**src/rtl/otpc_pkg.sv**
```systemverilog
// Shared opcode and sequencer state types for the OTP calibration controller.
// Assumes a 3-bit opcode field on the command port.
package otpc_pkg;

    typedef enum logic [2:0] {
        OP_NOP       = 3'd0,
        OP_OTP_EN    = 3'd1,
        OP_PWR_UP    = 3'd2,
        OP_PWR_DN    = 3'd3,
        OP_CAL_ENTER = 3'd4,
        OP_SHIFT     = 3'd5
    } op_e;

    typedef enum logic [2:0] {
        ST_IDLE    = 3'd0,
        ST_ENABLED = 3'd1,
        ST_POWERED = 3'd2,
        ST_ARMED   = 3'd3,
        ST_CAL     = 3'd4
    } seq_e;

endpackage

```
**src/rtl/otpc_seq.sv**
```systemverilog
// Entry sequencer: tracks enable / power-up / refresh / power-down ordering
// and grants calibration mode. Refresh wait is a cycle counter.
// Assumes one command per cycle; the seal input comes from the OTP array.
module otpc_seq
    import otpc_pkg::*;
#(
    parameter int REFRESH_CYCLES = 50000
) (
    input  logic clk,
    input  logic rst_n,
    input  logic cmd_valid,
    input  op_e  cmd_op,
    input  logic sealed,
    output logic cal_mode,
    output logic err_seq
);
    localparam int CW = $clog2(REFRESH_CYCLES + 1);
    localparam logic [CW-1:0] REF_LAST = CW'(REFRESH_CYCLES);

    seq_e          state_q;
    logic [CW-1:0] cnt_q;
    logic          ok_q;
    logic          cal_req;
    logic          grant;

    assign cal_req  = cmd_valid && (cmd_op == OP_CAL_ENTER) && (state_q != ST_CAL);
    assign grant    = (state_q == ST_ARMED) && ok_q && !sealed;
    assign cal_mode = (state_q == ST_CAL);

    // Advance the entry sequence and run the refresh counter.
    always_ff @(posedge clk) begin
        if (!rst_n) begin
            state_q <= ST_IDLE;
            cnt_q   <= '0;
            ok_q    <= 1'b0;
            err_seq <= 1'b0;
        end else begin
            if (state_q == ST_POWERED && cnt_q != REF_LAST)
                cnt_q <= cnt_q + 1'b1;
            if (cmd_valid) begin
                unique case (state_q)
                    ST_IDLE:    if (cmd_op == OP_OTP_EN) state_q <= ST_ENABLED;
                    ST_ENABLED: if (cmd_op == OP_PWR_UP) begin
                                    state_q <= ST_POWERED;
                                    cnt_q   <= '0;
                                end
                    ST_POWERED: if (cmd_op == OP_PWR_DN) begin
                                    state_q <= ST_ARMED;
                                    ok_q    <= (cnt_q == REF_LAST);
                                end
                    ST_ARMED:   ;
                    ST_CAL:     ;
                    default:    state_q <= ST_IDLE;
                endcase
                if (cal_req) begin
                    if (grant) state_q <= ST_CAL;
                    else       err_seq <= 1'b1;
                end
            end
        end
    end

    AST_ENTRY_NEEDS_ARMED: assert property (@(posedge clk) disable iff (!rst_n)
        (!cal_mode && !(state_q == ST_ARMED && ok_q && !sealed)) |=> !cal_mode);

    AST_SEALED_NO_ENTRY: assert property (@(posedge clk) disable iff (!rst_n)
        (sealed && !cal_mode) |=> !cal_mode);

    AST_MODE_HOLDS: assert property (@(posedge clk) disable iff (!rst_n)
        cal_mode |=> cal_mode);

endmodule

```
**src/rtl/otpc_chain.sv**
```systemverilog
// Serial shift chain: one cell per OTP bit, shifted toward the MSB so the
// first bit loaded ends in the top cell. Only moves in calibration mode.
module otpc_chain
    import otpc_pkg::*;
#(
    parameter int N = 14
) (
    input  logic         clk,
    input  logic         rst_n,
    input  logic         cmd_valid,
    input  op_e          cmd_op,
    input  logic         ser_bit,
    input  logic         cal_active,
    output logic [N-1:0] chain
);
    logic shift_en;
    assign shift_en = cal_active && cmd_valid && (cmd_op == OP_SHIFT);

    // Shift one position per accepted SHIFT command.
    always_ff @(posedge clk) begin
        if (!rst_n)        chain <= '0;
        else if (shift_en) chain <= {chain[N-2:0], ser_bit};
    end

    AST_CHAIN_FROZEN: assert property (@(posedge clk) disable iff (!rst_n)
        !cal_active |=> $stable(chain));

endmodule

```
**src/rtl/otpc_array.sv**
```systemverilog
// Write-once OTP array: a strobe in calibration mode ORs the chain in.
// Raises sticky warnings for multi-bit and repeat programming.
// The array has no reset; power-up contents are all zero (unprogrammed).
module otpc_array #(
    parameter int N = 14
) (
    input  logic         clk,
    input  logic         rst_n,
    input  logic         strobe,
    input  logic         cal_active,
    input  logic [N-1:0] chain,
    output logic [N-1:0] otp,
    output logic         warn_multi,
    output logic         err_reprog
);
    logic [N-1:0] otp_q = '0;
    logic         fire;

    assign fire = strobe && cal_active;
    assign otp  = otp_q;

    // Program set cells; cells never clear.
    always_ff @(posedge clk) begin
        if (fire) otp_q <= otp_q | chain;
    end

    // Track the sticky strobe warnings, cleared by reset.
    always_ff @(posedge clk) begin
        if (!rst_n) begin
            warn_multi <= 1'b0;
            err_reprog <= 1'b0;
        end else if (fire) begin
            if ($countones(chain) > 1) warn_multi <= 1'b1;
            if (|(chain & otp_q))      err_reprog <= 1'b1;
        end
    end

    AST_OTP_MONOTONIC: assert property (@(posedge clk) disable iff (!rst_n)
        rst_n |=> ((otp_q & $past(otp_q)) == $past(otp_q)));

    AST_NO_PROG_OUTSIDE: assert property (@(posedge clk) disable iff (!rst_n)
        (strobe && !cal_active) |=> $stable(otp_q));

    AST_MULTI_WARN: assert property (@(posedge clk) disable iff (!rst_n)
        (strobe && cal_active && $countones(chain) > 1) |=> warn_multi);

    AST_REPROG_ERR: assert property (@(posedge clk) disable iff (!rst_n)
        (strobe && cal_active && (chain & otp_q) != '0) |=> err_reprog);

endmodule

```
**src/rtl/otp_cal_ctrl.sv**
```systemverilog
// Top of the OTP calibration controller: sequencer, shift chain and array.
// Chain/array layout, MSB first: offset field, calibration field, seal cell.
module otp_cal_ctrl
    import otpc_pkg::*;
#(
    parameter int OFS_W          = 8,
    parameter int CAL_W          = 5,
    parameter int REFRESH_CYCLES = 50000
) (
    input  logic             clk,
    input  logic             rst_n,
    input  logic             cmd_valid,
    input  logic [2:0]       cmd_op,
    input  logic [7:0]       cmd_data,
    input  logic             prog_strobe,
    output logic             cal_mode,
    output logic [OFS_W-1:0] otp_offset,
    output logic [CAL_W-1:0] otp_cal,
    output logic             otp_sealed,
    output logic             err_seq,
    output logic             warn_multi,
    output logic             err_reprog
);
    localparam int N = OFS_W + CAL_W + 1;

    op_e          op;
    logic [N-1:0] chain;
    logic [N-1:0] otp;

    assign op         = op_e'(cmd_op);
    assign otp_offset = otp[N-1 -: OFS_W];
    assign otp_cal    = otp[CAL_W:1];
    assign otp_sealed = otp[0];

    otpc_seq #(.REFRESH_CYCLES(REFRESH_CYCLES)) i_seq (
        .clk(clk), .rst_n(rst_n), .cmd_valid(cmd_valid), .cmd_op(op),
        .sealed(otp[0]), .cal_mode(cal_mode), .err_seq(err_seq)
    );

    otpc_chain #(.N(N)) i_chain (
        .clk(clk), .rst_n(rst_n), .cmd_valid(cmd_valid), .cmd_op(op),
        .ser_bit(cmd_data[0]), .cal_active(cal_mode), .chain(chain)
    );

    otpc_array #(.N(N)) i_array (
        .clk(clk), .rst_n(rst_n), .strobe(prog_strobe), .cal_active(cal_mode),
        .chain(chain), .otp(otp), .warn_multi(warn_multi), .err_reprog(err_reprog)
    );

endmodule

```
**config.mk**
```make
export PLATFORM = sky130hd
export DESIGN_NAME = otp_cal_ctrl
export DESIGN_NICKNAME = d
export VERILOG_FILES = /design/src/rtl/otpc_pkg.sv /design/src/rtl/otpc_seq.sv /design/src/rtl/otpc_chain.sv /design/src/rtl/otpc_array.sv /design/src/rtl/otp_cal_ctrl.sv
export SDC_FILE = /design/constraint.sdc
export NUM_CORES = 1
export LEC_CHECK = 0
export ABC_AREA = 1
export BUFFER_PORTS_ARGS = -buffer_cell sky130_fd_sc_hd__buf_2
export CAP_MARGIN = 30
export CORE_ASPECT_RATIO = 1.75
export CORE_MARGIN = 5
export CORE_UTILIZATION = 46
export DETAILED_ROUTE_END_ITERATION = 7
export MAX_ROUTING_LAYER = met4
export PLACE_DENSITY = 0.74
export SLEW_MARGIN = 20
export SYNTH_ARGS = -nofsm -noshare
export SYNTH_HDL_FRONTEND = slang
export SYNTH_HIERARCHICAL = 1
export SYNTH_SLANG_ARGS = --single-unit
```
**constraint.sdc**
```tcl
create_clock -name clk -period 5.07 [get_ports clk]
set_clock_uncertainty 0.2 [all_clocks]
set_input_delay 0.507 -clock clk [delete_from_list [all_inputs] [get_ports clk]]
set_output_delay 0.507 -clock clk [all_outputs]
set_load 0.05 [all_outputs]
```
Word-level counts from Yosys, hierarchy flattened
Index checks and enable logic that the tools add are counted.
{ "totals": {"ff_bits": 51, "latchBits": 0, "ram_bits": 0, "mem_bits_ro": 0, "inputBits": 15, "out_inout_bits": 18, "elab_cells": 64, "mem_count": 0} }
{ "classes": {"n_addsub": 14, "n_mul": 0, "div": 0, "order_cmp": 1, "n_eq_ne": 12, "shifts": 0, "n_mux": 10, "bitwise": 3, "n_reduce_logical": 16} }
{ "op_table": {"columns": ["operator", "n"], "rows": [
  ["32-bit adder", 6],
  ["16-bit two-way mux", 4],
  ["32-bit by 2-bit greater-than comparator with 1-bit output (second input constant)", 1],
  ["16-bit by 1-bit adder with 16-bit output (second input constant)", 1],
  ["16-bit == test (second input constant)", 1],
  ["16-bit inequality test (second input constant)", 1],
  ["3-bit two-way mux", 5],
  ["1-bit by 1-bit adder with 2-bit output", 7],
  ["14-bit AND", 1],
  ["14-bit OR", 1],
  ["14-bit OR reduction", 1],
  ["3-bit by 2-bit == test with 1-bit output (second input constant)", 4],
  ["3-bit one-hot mux with 4 select lines", 1],
  ["3-bit == test (second input constant)", 3],
  ["1-bit logical AND", 8],
  ["3-bit by 1-bit == test with 1-bit output (second input constant)", 2],
  ["3-bit AND reduction", 2],
  ["2-bit AND reduction", 2],
  ["3-bit zero test", 1],
  ["3-bit inequality test (second input constant)", 1],
  ["2-bit OR reduction", 1],
  ["1-bit zero test", 1],
  ["1-bit NOT", 1]
]} }

Depth between registers and ports, before layout
Gate-level depths: netlist of the first run.
{ "logic_depth": {"ltp_word": 6, "mapped_depth": 19, "mapped_depth_nobuf": 19} }

Modules after synthesis
The synthesis of the first run kept the hierarchy.
{ "by_module_without_submodules": {"columns": ["module", "instances", "cells_per_inst", "area_each_um2", "seq_area_each_um2"], "rows": [
  ["otpc_seq", 1, 231, 1341.3, 420.4],
  ["otpc_array", 1, 114, 1099.8, 460.4],
  ["otpc_chain", 1, 96, 653.1, 280.3]
]} }

Least setup slack after synthesis of the first run
Ideal clock, no wire load.
{ "synth_path": {"path_type": "flip-flop to flip-flop", "from": "reg i_chain.chain[8]", "to": "reg i_array.warn_multi", "setup_time_ns": 0.117, "arrival_ns": 3.724, "required_ns": 4.753, "setup_slack_ns": 1.029, "stages_incl_launch_ff": 20, "path_buffers": 0, "period_less_slack_ns": 4.041, "cell_sequence": "dfxtp_1 -> fa_1 -> inv_1 -> fa_1 -> inv_1 -> ha_1 -> inv_1 -> fa_1 -> inv_1 -> ha_1 -> ha_1 -> ha_1 -> inv_1 -> fa_1 -> nor2_1 -> nand2_1 -> nand2_1 -> nand4_1 -> nand2_1 -> a21oi_1"} }
{ "synth_via": {"elab_chain_cells": 6} }
{ "synth_rtl": {"columns": ["element", "line_no", "source"], "rows": [
  ["start: declaration", "otpc_chain.sv:14", "output logic [N-1:0] chain"],
  ["start signal: assignment", "otpc_chain.sv:22", "else if (shift_en) chain <= {chain[N-2:0], ser_bit};"],
  ["1-bit by 1-bit adder with 2-bit output (implied by the code)", "otpc_array.sv:33", "if ($countones(chain) > 1) warn_multi <= 1'b1;"],
  ["32-bit adder (implied by the code) (3 in series)", "otpc_array.sv:33", null],
  ["32-bit by 2-bit greater-than comparator with 1-bit output", "otpc_array.sv:33", null],
  ["2-bit AND reduction (no line)", null, null],
  ["end signal: assignment", "otpc_array.sv:30", "warn_multi <= 1'b0;"],
  ["end signal: assignment", "otpc_array.sv:33", null],
  ["end: declaration", "otpc_array.sv:13", "output logic warn_multi,"]
]} }
Every way passes these cells.
A chain may end at the register's enable or synchronous reset.

Worst setup path in the final report of the first run
Same ends and word-level chain as after synthesis.

==> results_dict.tcl, run 1 <==
set metrics [dict create \
    p_per_area_nw_per_um2 248 \
    insertion_delay_ns 0.29 \
    cp-end-kind "register" \
    yosysWarningCount 6 \
    ys_ff_latch 51 \
    wl_um 6380 \
    setup-violations-final 0 \
    grt_pass1_vias 2607 \
    drive_above_1_share_pct 13.1 \
    gp_congestion 0.881 \
    post-route-min-period_ns 4.31 \
    wl_per_cell_um 11.6 \
    ys_dominant_reg_cell "dfxtp_1" \
    die-area_um2 8530 \
    clock-sinks 51 \
    hold_viol 0 \
    post-cts-setup-buffers 0 \
    pre_cts_ws_ns 0.743 \
    irDropWorstVdd_v 0.000160 \
    cts_resized 0 \
    whs_path_depth 2 \
    rows 39 \
    place_hpwl_um 4930 \
    synth_area_um2 3090 \
    reg2reg_from "i_chain/chain[8]" \
    yosysSeqAreaShare_pct 37.5 \
    power_leakage_uw 0.00145 \
    port_buffers 25 \
    ff2ff_setup_slack_ns 0.76 \
    start_kind "register" \
    grtUsageTotal_pct 16.8 \
    yosysTopAreaCell "dfxtp_1" \
    synth_common_cells "nand2_1, nor2_1, inv_1" \
    clk_pin_slew_worst_paths_ns 0.07 \
    holdBufCountCts 0 \
    multi_input_area_um2 1560 \
    async_flop_share_pct 0 \
    core_um2 6540 \
    slew_headroom_pct 54.7 \
    status "finished, final reports clean" \
    slowest_delay_ns 0.54 \
    cp_slowest_cell "fa_1" \
    root_buffer "clkbuf_16" \
    finalNetCount 502 \
    hold_class "register to register" \
    num_vias 2661 \
    worstHoldEndpoint "i_array/err_reprog" \
    synth_cell_type_count 27 \
    timing.rr.end "i_array/warn_multi" \
    cpMostUsedCell "inv_1" \
    cp.required_ns 5.05 \
    arrival_ns 4.29 \
    dieHeight_um 118 \
    synth.area.top_cells "dfxtp_1, edfxtp_1, nand2_1" \
    drcViolationCount 0 \
    ff2ff_path_depth 19 \
    grt_start_max_net_pins 21 \
    cp_cell_sequence "fa_1 > inv_1 > fa_1 > inv_1 > ha_1 > inv_1 > fa_1 > inv_1 > ha_1 > ha_1 > ha_1 > inv_1 > fa_1 > nor2_1 > nand2_1 > nand2_1 > nand4_1 > nand2_1 > a21oi_1" \
    fp.dieW_um 72.0 \
    boundaryPins 33 \
    grt_first_pass_wirelength_um 11200 \
    tns_ns 0 \
    clock_path_buffers 2 \
    hold_start "i_array/err_reprog" \
    worstPathMaxFanout 5 \
    period_share_pct 85.0 \
    setup_ws_ns 0.763 \
    overflow 0 \
    via_per_inst 4.85 \
    initial_utilization_pct 47.3 \
    fillers 656 \
    rsz0062_at_grt "false" \
    syn_area_per_cell_um2 7.02 \
    first_pass_iters 4 \
    fmax_ghz 0.232 \
    regArea_um2 1160 \
    worst-setup-path-type "register to register" \
    htree_num_levels 2 \
    drtIter0Drc 168 \
    n_antenna_cell 0 \
    cts_buffers 5 \
    worstMarginPinSlew_ns 0.678 \
    synth_nets 477 \
    cts_tree "yes" \
    synth_most_common_cell "nand2_1" \
    drv_slew 0 \
    cap_violations 0 \
    netlist_instances 441 \
    yosys.area.top_type_share_pct 23.9 \
    area_growth_pct 10.5 \
    synth_edf_count 14 \
    detail-route-antenna-nets 0 \
    antenna_found_initial 0 \
]
-- stage by stage --
step	util, %	hold WS [ns]	power [uW]	instances	area, um2
after global routing	52.3	0.284	882	549	3420
after floorplan	-	0.275	462	441	3090
after CTS	52.3	0.262	860	549	3420
after detailed placement	49.7	0.251	475	541	3250
final	52.3	0.255	848	549	3420
after global placement	49.7	0.239	473	541	3250
-- worst max-delay path, delay by kind of cell, from the launching register on --
| family | cells | cell delay (ns) |
|---|---|---|
| adder cells (fa/ha/maj) | 8 | 2.87 |
| AND/OR/NAND/NOR | 5 | 0.40 |
| flip-flops | 1 | 0.35 |
| buffers and inverters | 5 | 0.28 |
| AO/OA/AOI/OAI | 1 | 0.07 |
-- where the power goes --
group          switching [uW]  internal, uW  total (uW)
clock network             150           233         383
registers                2.97           419         422
logic                    30.6          12.4        43.0
total                     183           665         848
-- flip-flops by register name (all words and copies together) (netlist names) --
register            count
i_array/otp            14
i_seq/state_q           3
i_seq/err_seq           1
i_array/warn_multi      1
i_seq/cnt_q            16
i_chain/chain          14
i_array/err_reprog      1
i_seq/ok_q              1
-- routing by layer --
metal	vias to the layer above	track usage (%)	part of all wire (%)
met5	-	-	0
met4	0	7.53	2.9
met3	10	2.89	2.5
met2	37	31.7	57
met1	1221	15.8	38
li1	1393	-	-
-- worst max-delay path by stage --
stage	start	to	slack [ns]
after detailed placement	i_chain/chain[8]	i_array/warn_multi	0.74
final	i_chain/chain[8]	i_array/warn_multi	0.76
after CTS	i_chain/chain[8]	i_array/warn_multi	0.73
after global placement	i_chain/chain[8]	i_array/warn_multi	0.86
after global routing	i_chain/chain[8]	i_array/warn_multi	0.56
after floorplan	i_chain/chain[8]	i_array/warn_multi	1.03
-- placed cells by master (no fill, tap or decap), drive strengths merged, types with 10 or more instances in the layout --
master    n
a21oi    10
buf      25
dfxtp    37
edfxtp   14
ha       13
inv      81
nand2   114
nand3    30
nand4    10
nor2     88
or2      14
-- logic make-up (layout without fill, tap and decap cells) --
kind of cell	Yosys count	in the layout	synth area share, %
XOR/XNOR	2	2	0.566
flip-flops	51	51	37.5
AND/OR/NAND/NOR	259	259	35.9
adder cells (fa/ha/maj)	21	21	10.4
buffers and inverters	88	114	12.1
AO/OA/AOI/OAI	20	20	3.40
-- final cells by class --
class,instances,share of cell area (%)
clock inverter,3,1.28
clock buffer,5,3.66
sequential,51,34.0
inverter,81,8.89
multi-input combinational,302,45.6
tap,82,3.00
timing repair buffer,25,3.66
(Power assumes the default switching activity.)
==> run 2: changes to the inputs <==
--- a/config.mk
+++ b/config.mk
@@ -13,7 +13,7 @@
 export CORE_UTILIZATION = 46
 export DETAILED_ROUTE_END_ITERATION = 7
 export MAX_ROUTING_LAYER = met4
-export PLACE_DENSITY = 0.74
+export PLACE_DENSITY = 0.76
 export SLEW_MARGIN = 20
 export SYNTH_ARGS = -nofsm -noshare
 export SYNTH_HDL_FRONTEND = slang
==> constraint.sdc (replaced) <==
create_clock -name clk -period 3.9 [get_ports clk]
set_clock_uncertainty 0.2 [all_clocks]
set_input_delay 0.39 -clock clk [delete_from_list [all_inputs] [get_ports clk]]
set_output_delay 0.39 -clock clk [all_outputs]
set_load 0.05 [all_outputs]
==> run 2 against run 1 <==
Net effect:
- the run now ends with setup timing left
- total power is 25% higher
- count of clock-buffer cells in the layout stayed put
- sequential share of layout area is 0.57 points lower
- non-clock buffer count is 3 higher
- via count is 0.56% lower
- combinational power is 32% higher
- register-to-register slack worse by 0.84 ns
- routed wire length is 4.7% higher
- hold slack worse by 0.055 ns
- global-route usage is 0.52 points higher
- critical path type unchanged
==> results_dict.tcl, run 2 (synthesized netlist as in run 1, its figures left out) <==
set metrics [dict create \
    instances_no_fill 552 \
    dp_cells 544 \
    layout_common_cells "nand2_1, nor2_1, inv_1" \
    grt_start_max_net_pins 21 \
    timing.rr.end "i_array/warn_multi" \
    utilization_pct 53.3 \
    htree_num_levels 2 \
    initial_utilization_pct 47.3 \
    endpoint "i_array/warn_multi" \
    area_growth_pct 12.5 \
    hold_class "input pin to register" \
    via_per_inst 4.79 \
    final_area_um2 3480 \
    clock_path_buffers 2 \
    insertion_delay_ns 0.30 \
    critPathLaunch "i_chain/chain[8]" \
    layout_commonest_cell "nand2_1" \
    grt_first_pass_wirelength_um 11400 \
    drtIter0Drc 97 \
    setup_ws_ns -0.0778 \
    start_kind "register" \
    drv_slew 0 \
    clock-sinks 51 \
    irDropWorstVdd_v 0.000376 \
    wl_per_cell_um 12.1 \
    dieHeight_um 118 \
    overflow 0 \
    cap_violations 0 \
    period_share_pct 102 \
    worstPathMaxFanout 2 \
    hold_viol 0 \
    num_vias 2646 \
    cp-end-kind "register" \
    ff2ff_path_depth 16 \
    regMostFlops "i_seq/cnt_q" \
    port_buffers 25 \
    fmax_ghz 0.251 \
    drcViolationCount 0 \
    post-cts-setup-buffers 0 \
    rsz0062_at_grt "true" \
    clk_pin_slew_worst_paths_ns 0.07 \
    cts_tree "yes" \
    cts_buffers 5 \
    fp.dieW_um 72.0 \
    wl_um 6680 \
    grt_pass1_vias 2699 \
    first_pass_iters 4 \
    ff2ff_setup_slack_ns -0.08 \
    detail-route-antenna-nets 0 \
    worst-setup-path-type "register to register" \
    status "finished with violations" \
    cp.required_ns 3.94 \
    finalNetCount 505 \
    root_buffer "clkbuf_16" \
    holdBufCountCts 0 \
    boundaryPins 33 \
    core_um2 6540 \
    post-route-min-period_ns 3.98 \
    p_per_area_nw_per_um2 305 \
    setup-violations-final 1 \
    drive_above_1_share_pct 15.5 \
    arrival_ns 4.01 \
    slew_headroom_pct 55.0 \
    place_area_um2 3300 \
    rows 39 \
    die-area_um2 8530 \
    place_hpwl_um 5060 \
    power_leakage_uw 0.00145 \
    grtUsageTotal_pct 17.3 \
    tns_ns -0.0778 \
    gp_congestion 0.854 \
    violations "setup timing" \
    n_antenna_cell 0 \
    antenna_found_initial 0 \
    power_uw 1060 \
    largest_register_ffs 16 \
    worstMarginPinSlew_ns 0.674 \
    reg2reg_from "i_chain/chain[8]" \
]
-- run 2: cell types whose count changed in the layout (fill, tap and decap cells not counted), sizes merged --
| cell | previous run | this run |
|---|---|---|
| buf | 25 | 28 |
| bufinv | 1 | 0 |
| clkinv | 2 | 1 |
| inv | 81 | 83 |
-- run 2: worst max-delay path, cell delays in order (launching register included) --
cell     delay [ns]
dfxtp_2        0.33
fa_1           0.52
inv_1          0.05
fa_1           0.48
inv_1          0.04
ha_1           0.16
inv_1          0.07
fa_1           0.43
inv_2          0.08
ha_4           0.19
ha_4           0.16
fa_1           0.52
ha_4           0.21
o21a_1         0.18
nand4_1        0.06
nand2_1        0.07
a21oi_2        0.16
-- run 2: how the worst min path moves through the flow --
stage / from / end / slack [ns] / depth (start not counted)
floorplan: i_seq/state_q[0] / i_seq/state_q[0] / 0.28 / 2
finish: cmd_valid / i_seq/state_q[1] / 0.20 / 2
global placement: i_array/err_reprog / i_array/err_reprog / 0.25 / 2
detailed placement: i_array/err_reprog / i_array/err_reprog / 0.24 / 2
global route: cmd_valid / i_seq/state_q[1] / 0.21 / 2
CTS: cmd_valid / i_seq/state_q[1] / 0.19 / 2
-- run 2: per-layer routing --
| layer | global-route usage, % | vias up | wire length, um | part of all wire [%] |
|---|---|---|---|---|
| met5 | - | - | 0 | 0 |
| met4 | 6.24 | 0 | 138 | 2.1 |
| met3 | 2.80 | 10 | 169 | 2.5 |
| met2 | 34.0 | 41 | 3930 | 59 |
| met1 | 15.9 | 1203 | 2450 | 37 |
| li1 | - | 1392 | - | - |
-- run 2: area by class of cell --
cell class                 count  area [um2]
multi-input combinational    302        1610
clock buffer                   5         125
tap                           82         103
clock inverter                 3        26.3
fill                         651        3060
inverter                      81         304
timing repair buffer          28         148
sequential                    51        1160
-- run 2: report_power, final --
group | leakage, uW | internal, uW | switching, uW
Clock | 0.0000748 | 244 | 212
Sequential | 0.000379 | 545 | 3.84
Combinational | 0.000994 | 16.6 | 40.2
-- run 2: metrics by stage --
step	setup WS [ns]	hold WS [ns]
final	-0.0778	0.199
after CTS	-0.128	0.190
after detailed placement	-0.127	0.240
after global placement	-0.0799	0.245
after floorplan	0.00417	0.275
after global routing	-0.229	0.214
-- run 2: repair_timing --
item | in CTS | in global routing
endpoints found under the setup margin | 1 | 1
pin swaps | 2 | 1
resized for setup | 3 | 1
